$ cat src/rtl/ramp_bist_pkg.sv
package ramp_bist_pkg;
  localparam int BYTE_W = 8;
  localparam logic [BYTE_W-1:0] COMMA_BYTE = 8'hBC;
  localparam logic [BYTE_W-1:0] RAMP_LAST  = {BYTE_W{1'b1}};

  typedef enum logic [1:0] {
    SEEK_B0 = 2'd0,
    SEEK_B1 = 2'd1,
    SEEK_B2 = 2'd2
  } seek_t;
endpackage

$ cat src/rtl/ramp_gen.sv
module ramp_gen
  import ramp_bist_pkg::*;
#(
  parameter int RAMP_CNT_W = 2
) (
  input  logic              clk,
  input  logic              rst,
  input  logic              en,
  output logic [BYTE_W-1:0] data_o,
  output logic              k_o
);
  localparam logic [RAMP_CNT_W-1:0] RAMPS_LAST = {RAMP_CNT_W{1'b1}};

  logic [BYTE_W-1:0]     ramp_q;
  logic [RAMP_CNT_W-1:0] ramps_q;
  logic                  comma_due_q;

  always_ff @(posedge clk) begin
    if (rst || !en) begin
      ramp_q      <= '0;
      ramps_q     <= '0;
      comma_due_q <= 1'b0;
      data_o      <= '0;
      k_o         <= 1'b0;
    end else if (comma_due_q) begin
      data_o      <= COMMA_BYTE;
      k_o         <= 1'b1;
      comma_due_q <= 1'b0;
    end else begin
      data_o <= ramp_q;
      k_o    <= 1'b0;
      ramp_q <= ramp_q + 1'b1;
      if (ramp_q == RAMP_LAST) begin
        ramps_q <= ramps_q + 1'b1;
        if (ramps_q == RAMPS_LAST) comma_due_q <= 1'b1;
      end
    end
  end
endmodule

$ cat src/rtl/ramp_chk.sv
module ramp_chk
  import ramp_bist_pkg::*;
(
  input  logic              clk,
  input  logic              rst,
  input  logic              en,
  input  logic [BYTE_W-1:0] data_i,
  input  logic              k_i,
  output logic              active_o,
  output logic              err_o
);
  seek_t             seek_q;
  logic [BYTE_W-1:0] ref_q;
  logic [BYTE_W-1:0] expect_w;
  seek_t             restart_w;

  assign expect_w  = ref_q + 1'b1;
  assign restart_w = (data_i == '0) ? SEEK_B1 : SEEK_B0;

  always_ff @(posedge clk) begin
    if (rst || !en) begin
      seek_q   <= SEEK_B0;
      ref_q    <= '0;
      active_o <= 1'b0;
      err_o    <= 1'b0;
    end else if (k_i) begin
      if (data_i == COMMA_BYTE) err_o <= 1'b0;
      if (!active_o) seek_q <= SEEK_B0;
    end else if (!active_o) begin
      ref_q <= data_i;
      unique case (seek_q)
        SEEK_B0: seek_q <= restart_w;
        SEEK_B1: seek_q <= (data_i == 8'h01) ? SEEK_B2 : restart_w;
        SEEK_B2: begin
          if (data_i == 8'h02) begin
            active_o <= 1'b1;
            seek_q   <= SEEK_B0;
          end else begin
            seek_q <= restart_w;
          end
        end
        default: seek_q <= SEEK_B0;
      endcase
    end else begin
      if (data_i != expect_w) err_o <= 1'b1;
      ref_q <= data_i;
    end
  end
endmodule

$ cat src/rtl/ramp_bist.sv
module ramp_bist
  import ramp_bist_pkg::*;
#(
  parameter int RAMP_CNT_W = 2
) (
  input  logic              clk,
  input  logic              rst,
  input  logic              gen_en,
  output logic [BYTE_W-1:0] gen_data_o,
  output logic              gen_k_o,
  input  logic              chk_en,
  input  logic [BYTE_W-1:0] chk_data_i,
  input  logic              chk_k_i,
  output logic              chk_active_o,
  output logic              chk_err_o
);
  ramp_gen #(.RAMP_CNT_W(RAMP_CNT_W)) u_gen (
    .clk    (clk),
    .rst    (rst),
    .en     (gen_en),
    .data_o (gen_data_o),
    .k_o    (gen_k_o)
  );

  ramp_chk u_chk (
    .clk      (clk),
    .rst      (rst),
    .en       (chk_en),
    .data_i   (chk_data_i),
    .k_i      (chk_k_i),
    .active_o (chk_active_o),
    .err_o    (chk_err_o)
  );
endmodule

$ cat config.mk
export PLATFORM = sky130hd
export DESIGN_NAME = ramp_bist
export DESIGN_NICKNAME = d
export VERILOG_FILES = /design/src/rtl/ramp_bist_pkg.sv /design/src/rtl/ramp_gen.sv /design/src/rtl/ramp_chk.sv /design/src/rtl/ramp_bist.sv
export SDC_FILE = /design/constraint.sdc
export NUM_CORES = 1
export LEC_CHECK = 0
export BUFFER_PORTS_ARGS = -buffer_cell sky130_fd_sc_hd__buf_4
export CAP_MARGIN = 20
export CORE_ASPECT_RATIO = 1.75
export CORE_MARGIN = 3
export CORE_UTILIZATION = 25
export DETAILED_ROUTE_END_ITERATION = 12
export PLACE_DENSITY = 0.39
export SYNTH_ARGS = -nofsm -noshare
export SYNTH_HDL_FRONTEND = slang
export SYNTH_SLANG_ARGS = --single-unit
$ cat constraint.sdc
create_clock -name clk -period 1.61 [get_ports clk]
set_input_delay 0.0805 -clock clk [delete_from_list [all_inputs] [get_ports clk]]
set_output_delay 0.0805 -clock clk [all_outputs]
set_load 0.05 [all_outputs]
==> results.sh <==
export IMPL_status="finished clean"
export IMPL_p_int_uw=1410
export IMPL_syn_nets=168
export IMPL_totalWireLength_um=3290
export IMPL_start_kind="flop"
export IMPL_grtUsageTotal=0.106
export IMPL_slowest_stage="dfxtp_1"
export IMPL_finClkSkew_ns=0.00612
export IMPL_cp_top_family="compound AO/OA/AOI/OAI gates"
export IMPL_diodes=0
export IMPL_vdd_drop_max_mv=0.437
export IMPL_synth_most_common_cell="dfxtp_1"
export IMPL_leakage_uw=0.000738
export IMPL_grt_max_degree=20
export IMPL_clk_path_buf_depth=2
export IMPL_yosys_most_used_dff="dfxtp_1"
export IMPL_finalCritPeriodShare=0.939
export IMPL_worst_pin_slew_ns=0.697
export IMPL_clk_pin_slew_ns=0.07
export IMPL_grt_overflow=0
export IMPL_hold_violations=0
export IMPL_synth_adder_area_share=0.0258
export IMPL_die_h_um=107
export IMPL_reg2reg_from="u_chk.ref_q[0]"
export IMPL_fin_nets=198
export IMPL_seq_power_share=0.455
export IMPL_crit_start="u_chk.ref_q[0]"
export IMPL_grt_pass1_vias=1203
export IMPL_crit_buf_inv=0
export IMPL_yosys_warnings=0
export IMPL_drive_gt1_frac=0.230
export IMPL_core_um2=5590
export IMPL_ys_seq_area_frac=0.441
export IMPL_drt_iter0_markers=62
export IMPL_ioPinCount=24
export IMPL_synth_edf_count=0
export IMPL_synth_top_area_share=0.441
export IMPL_slew_violations=0
export IMPL_dr_pass1_iters=4
export IMPL_synthSimpleGateAreaFrac=0.259
export IMPL_routedWlPerCell_um=12.7
export IMPL_hold_path_endpoint="u_chk.ref_q[7]"
export IMPL_h_tree_depth=2
export IMPL_synth_top_family_by_area="simple AND/OR/NAND/NOR gates"
export IMPL_pwr_share_clk=0.470
export IMPL_max_freq_mhz=661
export IMPL_required_ns=1.78
export IMPL_power_density_nw_per_um2=950
export IMPL_r2r_slack_ns=0.1
export IMPL_via_per_inst=4.61
export IMPL_start_util=0.260
export IMPL_drc_errors=0
export IMPL_yosysTopAreaCell="dfxtp_1"
export IMPL_cts_root_buf="clkbuf_8"
export IMPL_nFillCells=614
export IMPL_cts_sinks=32
export IMPL_synth_xor_area_share=0.107
export IMPL_avgSynthCellArea_um2=9.56
export IMPL_rsz0062_at_grt="false"
export IMPL_pwr_share_comb=0.076
export IMPL_hold_path_class="in2reg"
export IMPL_via_count=1194
export IMPL_die_area_um2=6800
export IMPL_cts_buffers=5
export IMPL_gp_congestion=0.815
export IMPL_ant_nets=0
export IMPL_area_growth_pct=29.4
export IMPL_path_cells="ha_2 > o21ba_2 > a221oi_2 > o2111ai_1 > a211o_1"
export IMPL_ys_types=36
export IMPL_synthMuxAreaShare=0.0689
export IMPL_synth_compound_area_share=0.0767
export IMPL_cts_tree="done"
export IMPL_synth_seq_cells=32
export IMPL_place_hpwl_um=2490
export IMPL_netlist_top_cells_count="32 x dfxtp_1, 28 x nor2_1, 11 x xor2_1, 10 x mux2i_1"
export IMPL_portBuffers=23
export IMPL_finalSetupTns_ns=0
export IMPL_synthCells=152
export IMPL_path_max_fanout=4
export IMPL_period_needed_ns=1.51
export IMPL_hold_depth=3
export IMPL_clkLatencyLatePin_ns=0.28
export IMPL_synthesis_area_um2=1450
export IMPL_crit_path_end_kind="flop"
export IMPL_maxCapViolations=0
export IMPL_async_flop_share=0
export IMPL_antenna_found_initial=0
export IMPL_setup_viol_count_final=0
export IMPL_power_total_uw=1780
export IMPL_relSlewSlack=0.535
export IMPL_ff2ff_path_depth=5
export IMPL_slowest_delay_ns=0.32
export IMPL_regToRegEndpoint="u_chk.err_o"
export IMPL_grt_first_pass_wirelength_um=5510
export IMPL_worstPathArrival_ns=1.68
export IMPL_switchingPower_uw=372
export IMPL_critical_path_class="reg2reg"
export IMPL_synthTopCellsByArea="dfxtp_1 44%, nor2_1 7.2%, mux2i_1 6.9%, xor2_1 6.6%, nor3b_1 3.1%"
export IMPL_hold_start="chk_data_i[7]"
export IMPL_post_cts_buffers=0
export IMPL_die_x_um=63.6
export IMPL_rows=36
export IMPL_switching_share=0.209
## cell families (layout without fill, tap and decap cells)
kind of cell	after synthesis	in the layout
multiplexers	10	10
XOR/XNOR	16	16
AO/OA/AOI/OAI	17	17
flip-flops	32	32
adder cells (fa/ha/maj)	3	3
buffers and inverters	8	39
AND/OR/NAND/NOR	66	66
## per-layer routing
metal / track usage / vias to the layer above / wire length (um) / share of wire
met5: 0 / - / 0 / 0
met4: 0.0526 / 0 / 88 / 0.027
met3: 0.0283 / 7 / 150 / 0.046
met2: 0.194 / 36 / 1770 / 0.54
met1: 0.107 / 560 / 1280 / 0.39
li1: - / 591 / - / -
## worst register-to-register path: stages (launching register included)
cell and delay (ns):
dfxtp_1 0.32, ha_2 0.21, o21ba_2 0.21, a221oi_2 0.25
o2111ai_1 0.13, a211o_1 0.30
## final cells by class
| type | count | area, um^2 | share of cell area |
|---|---|---|---|
| multi-input cells | 112 | 795 | 0.423 |
| flip-flops and latches | 32 | 642 | 0.342 |
| repair buffers | 28 | 210 | 0.112 |
| clock buffers | 7 | 96.3 | 0.0513 |
| well taps | 76 | 95.1 | 0.0506 |
| clock inverters | 1 | 30.0 | 0.0160 |
| inverters | 3 | 11.3 | 0.00599 |
## worst max path at each step
stage	to	depth (start not counted)
2_1_floorplan	u_chk.err_o	5
3_3_place_gp	u_chk.err_o	5
3_5_place_dp	u_chk.err_o	5
4_1_cts	u_chk.err_o	5
5_1_grt	u_chk.err_o	5
6_report	u_chk.err_o	5
## stage by stage
stage                      util  setup slack (ns)  cell area (um^2)  instances  hold slack, ns
final                     0.336            0.0978              1880        259          0.0763
after global routing      0.336            0.0237              1880        259          0.0689
after global placement    0.311            0.0345              1740        251           0.361
after detailed placement  0.311           0.00402              1740        251           0.364
after floorplan               -            0.0461              1450        152           0.224
after CTS                 0.334            0.0421              1870        259          0.0663
## cells in the final DEF (no fill, tap or decap), types with 4 or more instances in the layout
| master | synthesis | final |
|---|---|---|
| dfxtp_1 | 32 | 31 |
| nor2_1 | 28 | 28 |
| buf_4 | 0 | 28 |
| xor2_1 | 11 | 11 |
| mux2i_1 | 10 | 10 |
| clkbuf_8 | 0 | 7 |
| a21oi_1 | 6 | 6 |
| nand2_1 | 6 | 6 |
| nor3b_1 | 6 | 5 |
| nand4_1 | 4 | 4 |
| or3_1 | 4 | 4 |
| xnor2_1 | 4 | 4 |
## registers in the layout, summed over array words and instances, names as in the netlist
register / cells
u_chk.ref_q: 8
u_gen.k_o: 1
u_gen.ramp_q: 8
u_gen.data_o: 8
u_chk.active_o: 1
u_chk.seek_q: 2
u_gen.comma_due_q: 1
u_chk.err_o: 1
u_gen.ramps_q: 2
## power groups by stage
stage | logic, uW | clock network (uW) | registers (uW)
finish | 135 | 838 | 812
global route | 149 | 914 | 813
detailed placement | 135 | 0 | 830
floorplan | 70.0 | 0 | 831
CTS | 135 | 871 | 811
global placement | 133 | 0 | 829
## repair_timing
action                                  CTS  global route
hold buffers                              0             0
pin swaps                                 0             1
resized for setup                         1             3
endpoints found under the setup margin    1             2
Note: power is estimated with default switching activity, not from simulation.
